File: config.mk
export PLATFORM = sky130hd
export DESIGN_NAME = i2c_mem_slave
export DESIGN_NICKNAME = d
export VERILOG_FILES = /design/src/rtl/i2cs_pkg.sv /design/src/rtl/i2cs_cond.sv /design/src/rtl/i2cs_drv_dly.sv /design/src/rtl/i2cs_ptr.sv /design/src/rtl/i2c_mem_slave.sv
export SDC_FILE = /design/constraint.sdc
export NUM_CORES = 1
export LEC_CHECK = 0
export ABC_AREA = 1
export BUFFER_PORTS_ARGS = -buffer_cell sky130_fd_sc_hd__buf_4
export CAP_MARGIN = 25
export CELL_PAD_IN_SITES_DETAIL_PLACEMENT = 2
export CELL_PAD_IN_SITES_GLOBAL_PLACEMENT = 2
export CORE_ASPECT_RATIO = 1.2
export CORE_UTILIZATION = 37
export CTS_CLUSTER_DIAMETER = 40
export DETAILED_ROUTE_END_ITERATION = 10
export GPL_TIMING_DRIVEN = 0
export PLACE_DENSITY = 0.95
export SLEW_MARGIN = 5
export SYNTH_ARGS = -nofsm -noshare
export SYNTH_HDL_FRONTEND = slang
export SYNTH_SLANG_ARGS = --single-unit
File: constraint.sdc
create_clock -name clk -period 3.1 [get_ports clk]
set_input_delay 0 -clock clk [delete_from_list [all_inputs] [get_ports clk]]
set_output_delay 0 -clock clk [all_outputs]
set_load 0.02 [all_outputs]
File: src/rtl/i2cs_pkg.sv
package i2cs_pkg;
  localparam int BYTE_W = 8;

  typedef enum logic [2:0] {
    ST_IDLE,
    ST_CTRL,
    ST_ADDR,
    ST_WDATA,
    ST_RDATA,
    ST_SKIP
  } i2cs_st_e;
endpackage

File: src/rtl/i2cs_cond.sv
// Bus event detector: clock edges, start and stop from consecutive samples.
module i2cs_cond (
  input  logic clk,
  input  logic rst_n,
  input  logic scl_i,
  input  logic sda_i,
  output logic start_o,
  output logic stop_o,
  output logic rise_o,
  output logic fall_o
);
  logic scl_q, sda_q;

  always_ff @(posedge clk or negedge rst_n) begin
    if (!rst_n) begin
      scl_q <= 1'b1;
      sda_q <= 1'b1;
    end else begin
      scl_q <= scl_i;
      sda_q <= sda_i;
    end
  end

  always_comb begin
    start_o = scl_q & scl_i & sda_q & ~sda_i;
    stop_o  = scl_q & scl_i & ~sda_q & sda_i;
    rise_o  = ~scl_q & scl_i;
    fall_o  = scl_q & ~scl_i;
  end
endmodule

File: src/rtl/i2cs_drv_dly.sv
// Holds a requested pull-down value and applies it DLY clocks after the request.
module i2cs_drv_dly #(
  parameter int DLY = 3
) (
  input  logic clk,
  input  logic rst_n,
  input  logic ld_i,
  input  logic val_i,
  input  logic rel_i,
  output logic oe_o
);
  localparam int CW = (DLY < 2) ? 1 : $clog2(DLY + 1);

  logic          oe_q, oe_n;
  logic          pend_q, pend_n;
  logic          act_q, act_n;
  logic [CW-1:0] cnt_q, cnt_n;

  always_comb begin
    oe_n   = oe_q;
    pend_n = pend_q;
    act_n  = act_q;
    cnt_n  = cnt_q;
    if (rel_i) begin
      oe_n  = 1'b0;
      act_n = 1'b0;
    end else if (ld_i) begin
      pend_n = val_i;
      cnt_n  = CW'(DLY - 1);
      act_n  = 1'b1;
    end else if (act_q) begin
      if (cnt_q == '0) begin
        oe_n  = pend_q;
        act_n = 1'b0;
      end else begin
        cnt_n = cnt_q - 1'b1;
      end
    end
  end

  always_ff @(posedge clk or negedge rst_n) begin
    if (!rst_n) begin
      oe_q   <= 1'b0;
      pend_q <= 1'b0;
      act_q  <= 1'b0;
      cnt_q  <= '0;
    end else begin
      oe_q   <= oe_n;
      pend_q <= pend_n;
      act_q  <= act_n;
      cnt_q  <= cnt_n;
    end
  end

  assign oe_o = oe_q;
endmodule

File: src/rtl/i2cs_ptr.sv
// Word pointer: loadable, increments modulo 2**AW.
module i2cs_ptr #(
  parameter int AW = 7
) (
  input  logic          clk,
  input  logic          rst_n,
  input  logic          ld_i,
  input  logic [AW-1:0] ld_val_i,
  input  logic          inc_i,
  output logic [AW-1:0] ptr_o
);
  logic [AW-1:0] ptr_q, ptr_n;

  always_comb begin
    ptr_n = ptr_q;
    if (ld_i)       ptr_n = ld_val_i;
    else if (inc_i) ptr_n = ptr_q + 1'b1;
  end

  always_ff @(posedge clk or negedge rst_n) begin
    if (!rst_n) ptr_q <= '0;
    else        ptr_q <= ptr_n;
  end

  assign ptr_o = ptr_q;
endmodule

File: src/rtl/i2c_mem_slave.sv
module i2c_mem_slave #(
  parameter int         AW        = 7,
  parameter logic [6:0] DEV_CODE  = 7'b1010000,
  parameter int         DRIVE_DLY = 3
) (
  input  logic                          clk,
  input  logic                          rst_n,
  input  logic                          scl_i,
  input  logic                          sda_i,
  input  logic                          busy_i,
  input  logic [i2cs_pkg::BYTE_W-1:0]   rd_data_i,
  output logic [AW-1:0]                 rd_addr_o,
  output logic                          wr_stb_o,
  output logic [AW-1:0]                 wr_addr_o,
  output logic [i2cs_pkg::BYTE_W-1:0]   wr_data_o,
  output logic                          wr_commit_o,
  output logic                          sda_oe_o
);
  import i2cs_pkg::*;

  localparam int            BITW    = 4;
  localparam logic [BITW-1:0] ACK_POS = BITW'(BYTE_W);
  localparam logic [BITW-1:0] END_POS = BITW'(BYTE_W + 1);

  // reset: asynchronous assert, synchronous release
  logic [1:0] rsync_q;
  logic       rst_core_n;

  always_ff @(posedge clk or negedge rst_n) begin
    if (!rst_n) rsync_q <= 2'b00;
    else        rsync_q <= {rsync_q[0], 1'b1};
  end
  assign rst_core_n = rsync_q[1];

  logic cond_start, cond_stop, cond_rise, cond_fall;

  i2cs_cond u_cond (
    .clk     (clk),
    .rst_n   (rst_core_n),
    .scl_i   (scl_i),
    .sda_i   (sda_i),
    .start_o (cond_start),
    .stop_o  (cond_stop),
    .rise_o  (cond_rise),
    .fall_o  (cond_fall)
  );

  logic          ptr_ld, ptr_inc;
  logic [AW-1:0] ptr;

  i2cs_ptr #(.AW(AW)) u_ptr (
    .clk      (clk),
    .rst_n    (rst_core_n),
    .ld_i     (ptr_ld),
    .ld_val_i (shf_ld_val),
    .inc_i    (ptr_inc),
    .ptr_o    (ptr)
  );

  logic drv_ld, drv_val, drv_rel;

  i2cs_drv_dly #(.DLY(DRIVE_DLY)) u_drv (
    .clk   (clk),
    .rst_n (rst_core_n),
    .ld_i  (drv_ld),
    .val_i (drv_val),
    .rel_i (drv_rel),
    .oe_o  (sda_oe_o)
  );

  // byte engine state
  i2cs_st_e            st_q, st_n;
  logic [BITW-1:0]     bit_q, bit_n;
  logic [BYTE_W-1:0]   shf_q, shf_n;
  logic                mack_q, mack_n;
  logic                rdf_q, rdf_n;
  logic                wrote_q, wrote_n;
  logic                stb_q, stb_n;
  logic [AW-1:0]       sadr_q, sadr_n;
  logic [BYTE_W-1:0]   sdat_q, sdat_n;
  logic                cmt_q, cmt_n;
  logic [AW-1:0]       shf_ld_val;

  assign shf_ld_val = shf_q[AW-1:0];

  always_comb begin
    st_n    = st_q;
    bit_n   = bit_q;
    shf_n   = shf_q;
    mack_n  = mack_q;
    rdf_n   = rdf_q;
    wrote_n = wrote_q;
    stb_n   = 1'b0;
    sadr_n  = sadr_q;
    sdat_n  = sdat_q;
    cmt_n   = 1'b0;
    drv_ld  = 1'b0;
    drv_val = 1'b0;
    drv_rel = 1'b0;
    ptr_ld  = 1'b0;
    ptr_inc = 1'b0;

    if (cond_stop) begin
      st_n    = ST_IDLE;
      bit_n   = '0;
      drv_rel = 1'b1;
      cmt_n   = wrote_q;
      wrote_n = 1'b0;
    end else if (cond_start) begin
      st_n    = ST_CTRL;
      bit_n   = '0;
      drv_rel = 1'b1;
      wrote_n = 1'b0;
      rdf_n   = 1'b0;
    end else if (st_q != ST_IDLE && st_q != ST_SKIP) begin
      if (cond_rise) begin
        if (bit_q < ACK_POS) begin
          if (st_q != ST_RDATA) shf_n = {shf_q[BYTE_W-2:0], sda_i};
          bit_n = bit_q + 1'b1;
        end else if (bit_q == ACK_POS) begin
          mack_n = ~sda_i;
          bit_n  = END_POS;
        end
      end else if (cond_fall) begin
        if (bit_q == ACK_POS) begin
          // byte complete: decide what happens in the ninth clock
          drv_ld = 1'b1;
          unique case (st_q)
            ST_CTRL: begin
              if (shf_q[BYTE_W-1:1] == DEV_CODE && !busy_i) begin
                drv_val = 1'b1;
                if (shf_q[0]) begin
                  st_n  = ST_RDATA;
                  rdf_n = 1'b1;
                end else begin
                  st_n  = ST_ADDR;
                end
              end else begin
                st_n = ST_SKIP;
              end
            end
            ST_ADDR: begin
              if (!busy_i) begin
                drv_val = 1'b1;
                ptr_ld  = 1'b1;
                st_n    = ST_WDATA;
              end else begin
                st_n = ST_SKIP;
              end
            end
            ST_WDATA: begin
              if (!busy_i) begin
                drv_val = 1'b1;
                stb_n   = 1'b1;
                sadr_n  = ptr;
                sdat_n  = shf_q;
                ptr_inc = 1'b1;
                wrote_n = 1'b1;
              end else begin
                st_n = ST_SKIP;
              end
            end
            ST_RDATA: begin
              drv_val = 1'b0;
              ptr_inc = 1'b1;
            end
            default: drv_val = 1'b0;
          endcase
        end else if (bit_q == END_POS) begin
          // end of ninth clock
          bit_n  = '0;
          drv_ld = 1'b1;
          if (st_q == ST_RDATA) begin
            if (rdf_q || mack_q) begin
              shf_n   = rd_data_i;
              drv_val = ~rd_data_i[BYTE_W-1];
              rdf_n   = 1'b0;
            end else begin
              st_n    = ST_SKIP;
              drv_val = 1'b0;
            end
          end else begin
            drv_val = 1'b0;
          end
        end else if (bit_q != '0 && st_q == ST_RDATA) begin
          drv_ld  = 1'b1;
          drv_val = ~shf_q[BYTE_W-2];
          shf_n   = {shf_q[BYTE_W-2:0], 1'b0};
        end
      end
    end
  end

  always_ff @(posedge clk or negedge rst_core_n) begin
    if (!rst_core_n) begin
      st_q    <= ST_IDLE;
      bit_q   <= '0;
      shf_q   <= '0;
      mack_q  <= 1'b0;
      rdf_q   <= 1'b0;
      wrote_q <= 1'b0;
      stb_q   <= 1'b0;
      sadr_q  <= '0;
      sdat_q  <= '0;
      cmt_q   <= 1'b0;
    end else begin
      st_q    <= st_n;
      bit_q   <= bit_n;
      shf_q   <= shf_n;
      mack_q  <= mack_n;
      rdf_q   <= rdf_n;
      wrote_q <= wrote_n;
      stb_q   <= stb_n;
      sadr_q  <= sadr_n;
      sdat_q  <= sdat_n;
      cmt_q   <= cmt_n;
    end
  end

  assign rd_addr_o   = ptr;
  assign wr_stb_o    = stb_q;
  assign wr_addr_o   = sadr_q;
  assign wr_data_o   = sdat_q;
  assign wr_commit_o = cmt_q;
endmodule

==> results of run 1 <==
how the worst max path moves through the flow:
stage,slack [ps],end
2_1_floorplan,1370,u_ptr.ptr_o[0]
3_3_place_gp,950,wr_addr_o[2]
3_5_place_dp,960,u_drv.cnt_q[1]
4_1_cts,930,u_drv.cnt_q[1]
5_1_grt,820,u_drv.cnt_q[1]
6_report,940,u_drv.cnt_q[1]
layout by cell type, fill, tap and decap left out, types with 3 or more instances in the layout:
master,instances
a21oi_1,11
buf_4,40
buf_6,3
clkbuf_8,5
dfrtp_1,48
dlygate4sd3_1,4
ha_1,8
inv_1,32
inv_2,4
nand2_1,79
nand2_2,4
nand3_1,44
nand4_1,7
nor2_1,25
nor2_4,4
nor3_1,3
o21ai_0,24
o21ai_1,3
o21ai_2,12
xor2_1,6
where the power goes:
| part | internal, uW | switching (uW) | leakage [uW] |
|---|---|---|---|
| registers | 751 | 83.6 | 0.000672 |
| clock network | 237 | 239 | 0.0000502 |
| logic | 153 | 378 | 0.000991 |
cells by family after synthesis:
kind of cell	after synthesis	share of synthesized area (%)
other	1	0.129
and+or+nand+nor	181	32.8
buffers and inverters	44	7.00
DFF	51	43.9
AOI/OAI and AO/OA	52	10.9
adders and majority gates	8	3.43
xor gates and xnor gates	6	1.80
through the flow:
step | total power (uW) | area, sq um | hold WS, ps | std cells | worst slack, ps
after floorplan | 1170 | 2920 | -296 | 343 | 1370
after global placement | 1300 | 3310 | -217 | 472 | 949
after detailed placement | 1360 | 3330 | -217 | 473 | 964
after CTS | 1860 | 3480 | 64.6 | 484 | 930
after global routing | 1950 | 3480 | 114 | 484 | 817
final | 1840 | 3480 | 60.2 | 484 | 943
cell type report:
class | instances | area (sq um) | share of cell area [%]
Buffer | 6 | 56.3 | 1.62
Clock buffer | 5 | 68.8 | 1.98
Clock inverter | 2 | 37.5 | 1.08
Inverter | 38 | 148 | 4.25
Multi-Input combinational cell | 248 | 1430 | 41.2
Sequential cell | 51 | 1280 | 36.8
Tap cell | 92 | 115 | 3.31
Timing Repair Buffer | 42 | 338 | 9.72
sequential cells by signal (all words and copies together), names as in the netlist, 2 cells and up:
| register | cells |
|---|---|
| wr_data_o | 8 |
| st_q | 3 |
| bit_q | 4 |
| shf_q | 8 |
| wr_addr_o | 7 |
| rsync_q | 2 |
| u_drv.cnt_q | 2 |
| u_ptr.ptr_o | 7 |
worst max-delay path, cell delays in order, from the launching register on:
cell     delay (ps)
dfstp_2         560
inv_1            50
ha_1            300
inv_1           310
nand3_2         230
inv_1           160
nand3_1         180
nand2_1         160
nand2_1          60
o21ai_1          70
layer usage:
layer / GRT usage (%) / share of wire [%]
met1: 27.3 / 39
met2: 47.9 / 55
met3: 3.65 / 2.4
met4: 8.89 / 3.3
met5: 0 / 0
timing repair:
action / 4_1_cts / 5_1_grt
endpoints found under the hold margin: 4 / 0
hold buffers: 4 / 0
endpoints found under the setup margin: 0 / 0
buffers inserted: 0 / 0
==> impl_metrics.toml, run 1 <==
[status]
status = "completed"

[place]
routabilityCongestion = 0.879
io_buffers = 37
dp_hpwl_mm = 7.16

[timing]
fin_crit_ps = 2160
worst_clock_skew_ps = 6.35
final-hold-violation-count = 0
drv_slew = 0
rsz0062_at_grt = "no"
fmax_mhz = 464
fin_tns_setup_ps = 0
fin_crit_sh_pct = 69.6
setup_viol = 0

[grt]
grtUsageTotal_pct = 24.8
grt_max_degree = 35
grt_pass1_wl_mm = 16.0
first_global_vias = 3052
antenna_found_initial = 0
gr-total-overflow = 0

[clocking]
clock_latency_ps = 310
cts-root-buf = "clkbuf_8"
cts_tree = "done"
clk_path_buf_depth = 2
clk_pin_slew_ps = 100
cts-buffers-inserted = 5
cts_sinks = 51
ctsHtreeMaxLevel = 2
post_cts_resized = 0

[run]
maxCapViolCount = 0

[logic_synthesis]
syn_area_sq_um = 2920
syn_nets = 364
synth_cells = 343
synth_top_area_share_pct = 42.1
ys_ff_latch = 51
synth_ff_type = "dfrtp_1"
synthTopCellsByArea = "dfrtp_1 42%, nand2_1 10%, nand3_1 7.6%"
yosysMostFrequentCell = "nand2_1"
synth_top_cells_by_count = "79 x nand2_1, 49 x dfrtp_1, 44 x nand3_1"
synth_cell_types = 33
synth_area_per_cell_sq_um = 8.50
yosys_warnings = 0
synth_edf_count = 0
yosysTopAreaCell = "dfrtp_1"
ys_async_sr_fraction_pct = 100
yosysSeqAreaShare_pct = 43.9

[drt]
dr.pass1.iters = 4
wirelength_mm = 9.54
dr_total_vias = 2619
detail_route.wl_per_cell_um = 19.7
drcViolationCount = 0
drtAntennaViolNets = 0
drt_iter0_drc = 102
routed_via_density = 5.41

[layout]
fillCellCount = 885
n_antenna_cell = 0
syn_to_final_growth_pct = 19.2
nNetsFinal = 413
layout-drive-gt1-share_pct = 24.2
utilization_pct = 45.4

[worst_setup_path]
crit_required_ps = 3340
worstReg2RegStart = "u_cond.scl_q"
startpoint_type = "register"
r2r-end = "u_drv.cnt_q[1]"
ff2ff_setup_slack_ps = 940
path_class = "reg2reg"
endpoint_kind = "register"
crit_fanout = 8
reg2reg_depth = 9
crit_arrival_ps = 2400
cp-startpoint = "u_cond.scl_q"

[min_path]
whs_path_depth = 5
min-delay-path-class = "in2reg"
worstHoldStart = "rd_data_i[0]"
min_to = "shf_q[0]"

[die]
start_util_pct = 38.0
die_h_um = 99.2
core_area_sq_um = 7660
die-area_sq_um = 8240
num_rows = 35
ios = 38
die_w_um = 83.0

[power]
p_leak_uw = 0.00171
peakVddDrop_mv = 0.265
power_density_nw_per_um2 = 530
(Power assumes the default switching activity.)
==> inputs of run 2 (changes only) <==
--- a/config.mk
+++ b/config.mk
@@ -11,11 +11,11 @@
 export CELL_PAD_IN_SITES_DETAIL_PLACEMENT = 2
 export CELL_PAD_IN_SITES_GLOBAL_PLACEMENT = 2
 export CORE_ASPECT_RATIO = 1.2
-export CORE_UTILIZATION = 37
+export CORE_UTILIZATION = 35
 export CTS_CLUSTER_DIAMETER = 40
 export DETAILED_ROUTE_END_ITERATION = 10
 export GPL_TIMING_DRIVEN = 0
-export PLACE_DENSITY = 0.95
+export PLACE_DENSITY = 0.92
 export SLEW_MARGIN = 5
 export SYNTH_ARGS = -nofsm -noshare
 export SYNTH_HDL_FRONTEND = slang
==> constraint.sdc (replaced) <==
create_clock -name clk -period 2.2 [get_ports clk]
set_input_delay 0 -clock clk [delete_from_list [all_inputs] [get_ports clk]]
set_output_delay 0 -clock clk [all_outputs]
set_load 0.02 [all_outputs]
==> impl_metrics.toml, run 2 (same netlist as run 1, synthesis figures left out) <==
[grt]
first_global_vias = 2921
grtUsageMet1_pct = 24.6
antenna_found_initial = 0
grt_pass1_wl_mm = 14.9
grtUsageMet3_pct = 3.23
gr-max-usage-layer = "met2"
gr-total-overflow = 0
grtUsageMet2_pct = 44.3
grtUsageTotal_pct = 22.5
grt_max_degree = 34

[timing]
fmax_mhz = 499
worst_clock_skew_ps = 6.54
fin_crit_sh_pct = 91.0
final-hold-violation-count = 0
fin_crit_ps = 2000
setup_slack_ps = 198
fin_tns_setup_ps = 0
drv_slew = 0
setup_viol = 0
rsz0062_at_grt = "no"

[die]
num_rows = 36
ios = 38
die_w_um = 85.3
core_area_sq_um = 8110
start_util_pct = 36.0
die-area_sq_um = 8700
die_h_um = 102

[clocking]
clock_latency_ps = 310
cts-buffers-inserted = 5
postCtsSetupBuffers = 0
cts_sinks = 51
cts_tree = "done"
clk_path_buf_depth = 2
ctsHtreeMaxLevel = 2
cts-root-buf = "clkbuf_8"
clk_pin_slew_ps = 90

[layout]
layout_commonest_cell = "nand2_1"
syn_to_final_growth_pct = 19.5
nNetsFinal = 413
mostFrequentLayoutCells = "79 x nand2_1, 48 x dfrtp_1, 44 x nand3_1"
layout-drive-gt1-share_pct = 24.7
n_antenna_cell = 0

[drt]
drt_iter0_drc = 55
drcViolationCount = 0
wirelength_mm = 9.07
detail_route.wl_per_cell_um = 18.6
routed_via_density = 5.34
dr_total_vias = 2602
dr.pass1.iters = 4
drtAntennaViolNets = 0

[power]
p_leak_uw = 0.00171
design_power_total_uw = 2570
peakVddDrop_mv = 0.318
power_density_nw_per_um2 = 738

[worst_setup_path]
startpoint_type = "register"
crit_arrival_ps = 2190
path_class = "reg2reg"
crit_required_ps = 2390
endpoint_kind = "register"
crit_fanout = 10

[place]
dp_hpwl_mm = 7.00
routabilityCongestion = 0.824
pre_cts_ws_ps = 33.7
io_buffers = 37

[status]
status = "completed"

[min_path]
min-delay-path-class = "in2reg"

[run]
maxCapViolCount = 0
-- run 2: layer usage --
layer  routed length, um  part of all wire [%]
met4                 223                   2.5
met3                 214                   2.4
met5                   0                     0
met1                3680                    41
met2                4950                    55
-- run 2: path summary, 6_finish.rpt --
check | start | end | slack (ps) | cells past startpoint
max in group asynchronous | rsync_q[1] | wr_stb_o | 1460 | 1
hold / removal | rd_data_i[0] | shf_q[0] | 100 | 5
min in group asynchronous | rsync_q[1] | bit_q[0] | 220 | 0
setup / recovery | u_cond.scl_q | shf_q[3] | 200 | 8
hold reg to reg | rsync_q[1] | bit_q[0] | 220 | 0
setup reg to reg | u_cond.scl_q | shf_q[3] | 200 | 8
-- run 2: layout make-up --
type / instances / area (sq um)
timing repair buffer: 42 / 338
buffer: 6 / 56.3
fill: 943 / 4620
tap: 95 / 119
clock inverter: 2 / 37.5
multi-input combinational: 248 / 1440
sequential: 51 / 1280
inverter: 38 / 150
clock buffer: 5 / 68.8
-- run 2: where the power goes --
part | internal, uW | switching [uW]
sequential | 1060 | 110
combinational | 219 | 524
clock | 333 | 325
total | 1610 | 959
-- run 2: metrics by stage --
stage	std cells	hold slack (ps)	utilization, %	area, sq um
6_report	487	104	43.0	3480
5_1_grt	487	133	43.0	3480
4_1_cts	487	94.6	42.9	3480
3_5_place_dp	476	-217	41.1	3330
3_3_place_gp	475	-217	40.8	3310
2_1_floorplan	343	-296	-	2920
-- run 2: what timing repair did --
item                                    4_1_cts  5_1_grt
hold buffers                                  4        0
pin swaps                                     0        0
endpoints found under the setup margin        1        2
hold endpoints to repair                      4        0
resized for setup                             1        2
-- run 2: critical path, stage by stage (launching register included) --
cell and delay, ps:
dfstp_2 550, ha_1 270, nand3b_4 200, nand2_8 190, inv_4 90, nand4_4 80, nor2_4 70, buf_6 140
o21ai_0 280
==> inputs of run 3 (changes only) <==
--- a/config.mk
+++ b/config.mk
@@ -11,11 +11,12 @@
 export CELL_PAD_IN_SITES_DETAIL_PLACEMENT = 2
 export CELL_PAD_IN_SITES_GLOBAL_PLACEMENT = 2
 export CORE_ASPECT_RATIO = 1.2
-export CORE_UTILIZATION = 35
+export CORE_UTILIZATION = 36
+export CTS_BUF_LIST = sky130_fd_sc_hd__clkbuf_4
 export CTS_CLUSTER_DIAMETER = 40
 export DETAILED_ROUTE_END_ITERATION = 10
 export GPL_TIMING_DRIVEN = 0
-export PLACE_DENSITY = 0.92
+export PLACE_DENSITY = 0.94
 export SLEW_MARGIN = 5
 export SYNTH_ARGS = -nofsm -noshare
 export SYNTH_HDL_FRONTEND = slang
==> impl_metrics.toml, run 3 (same netlist as run 1, synthesis figures left out) <==
[die]
core_area_sq_um = 7750
num_rows = 35
start_util_pct = 37.6
die-area_sq_um = 8460
ios = 38
die_w_um = 84.2
die_h_um = 101

[grt]
first_global_vias = 2933
antenna_found_initial = 0
grt_max_degree = 37
grtUsageTotal_pct = 22.8
grt_pass1_wl_mm = 14.9
gr-total-overflow = 0

[power]
pwr-share-seq_pct = 49.8
peakVddDrop_mv = 0.289
p_comb_share_pct = 31.4
pwr-share-clk_pct = 18.8
power_density_nw_per_um2 = 680
internal-power_uw = 1410
switchingPower_uw = 932
sw_frac_of_total_pct = 39.8
design_power_total_uw = 2340
p_leak_uw = 0.00170

[worst_setup_path]
endpoint_kind = "register"
cp_common_cell = "nand2_1"
worstReg2RegStart = "u_cond.scl_q"
ff2ff_setup_slack_ps = 160
crit_arrival_ps = 2270
reg2reg_depth = 9
crit_slowest_cell = "dfstp_2"
path_class = "reg2reg"
crit_required_ps = 2430
path_cells = "inv_1, ha_1, inv_4, nand2_1, buf_4, nor2_1, a21oi_1, nand2_1, o21ai_0"
startpoint_type = "register"
max_stage_delay_ps = 570
r2r-end = "shf_q[2]"
crit_fanout = 10

[layout]
layout-drive-gt1-share_pct = 24.6
n_antenna_cell = 0
mostFrequentLayoutCells = "79 x nand2_1, 48 x dfrtp_1, 44 x nand3_1"
fin_cells = 487
syn_to_final_growth_pct = 18.3
nNetsFinal = 415
layout_commonest_cell = "nand2_1"

[status]
status = "finished, violations left"
failed_checks = "DRC"

[clocking]
clk_pin_slew_ps = 150
cts-buffers-inserted = 5
cts_sinks = 51
cts-root-buf = "clkbuf_4"
ctsHtreeMaxLevel = 2
postCtsSetupBuffers = 0
clk_path_buf_depth = 2
clock_latency_ps = 380
cts_tree = "done"

[place]
routabilityCongestion = 0.845
io_buffers = 37
placed_cells = 473
dp_hpwl_mm = 6.93

[min_path]
worstHoldStart = "rd_data_i[7]"
min_to = "shf_q[7]"
min-delay-path-class = "in2reg"
whs_path_depth = 5

[timing]
hold_slack_ps = 41.7
rsz0062_at_grt = "no"
final-hold-violation-count = 0
worst_clock_skew_ps = 14.6
fin_crit_sh_pct = 92.5
drv_slew = 0
fmax_mhz = 491
fin_tns_setup_ps = 0
setup_viol = 0
fin_crit_ps = 2040

[drt]
detail_route.wl_per_cell_um = 18.4
dr_total_vias = 2594
dr.pass1.iters = 7
wirelength_mm = 8.97
drcViolationCount = 10
drt_iter0_drc = 89
drtAntennaViolNets = 0
routed_via_density = 5.33

[run]
maxCapViolCount = 0
run 3: cell type report:
class	instances	area, sq um
Multi-Input combinational cell	248	1430
Clock buffer	6	45.0
Sequential cell	51	1280
Fill cell	879	4300
Clock inverter	2	12.5
Tap cell	92	115
Timing Repair Buffer	44	358
Buffer	6	56.3
Inverter	38	150
run 3: worst max path at each step:
stage	start	end	slack, ps	depth (start not counted)
floorplan	u_cond.scl_q	u_ptr.ptr_o[0]	470	10
CTS	u_cond.scl_q	shf_q[2]	110	9
finish	u_cond.scl_q	shf_q[2]	160	9
global route	bit_q[0]	u_ptr.ptr_o[0]	10	11
global placement	rsync_q[1]	u_drv.cnt_q[1]	70	0
detailed placement	u_cond.scl_q	shf_q[2]	30	9
run 3: routing by layer:
layer	wire length (um)	track usage [%]
met1	3710	25.7
met2	4750	43.5
met3	218	2.78
met4	294	9.68
met5	0	0
run 3: what timing repair did:
item / in CTS / in global routing
hold endpoints to repair: 8 / 0
pin swaps: 0 / 0
setup endpoints to repair: 1 / 1
hold buffers: 6 / 0
resized for setup: 1 / 1
run 3: worst max-delay path: cells and delay by family (launching register included):
kind            cells  cell delay (ps)
fa+ha+maj           1              320
compound gates      2              190
buf+inv             3              450
flops               1              570
simple gates        3              360
run 3: power groups by stage:
| stage | registers, uW | logic [uW] | clock network (uW) |
|---|---|---|---|
| 4_1_cts | 1160 | 732 | 461 |
| 3_5_place_dp | 1180 | 716 | 0 |
| 2_1_floorplan | 1150 | 496 | 0 |
| 3_3_place_gp | 1180 | 644 | 0 |
| 5_1_grt | 1180 | 819 | 494 |
| 6_report | 1170 | 736 | 441 |
run 3: stage by stage:
stage | area (sq um) | setup slack, ps | util, %
2_1_floorplan | 2920 | 469 | -
3_3_place_gp | 3310 | 72.5 | 42.7
3_5_place_dp | 3330 | 33.7 | 43.0
4_1_cts | 3450 | 112 | 44.5
5_1_grt | 3450 | 12.9 | 44.5
6_report | 3450 | 164 | 44.5
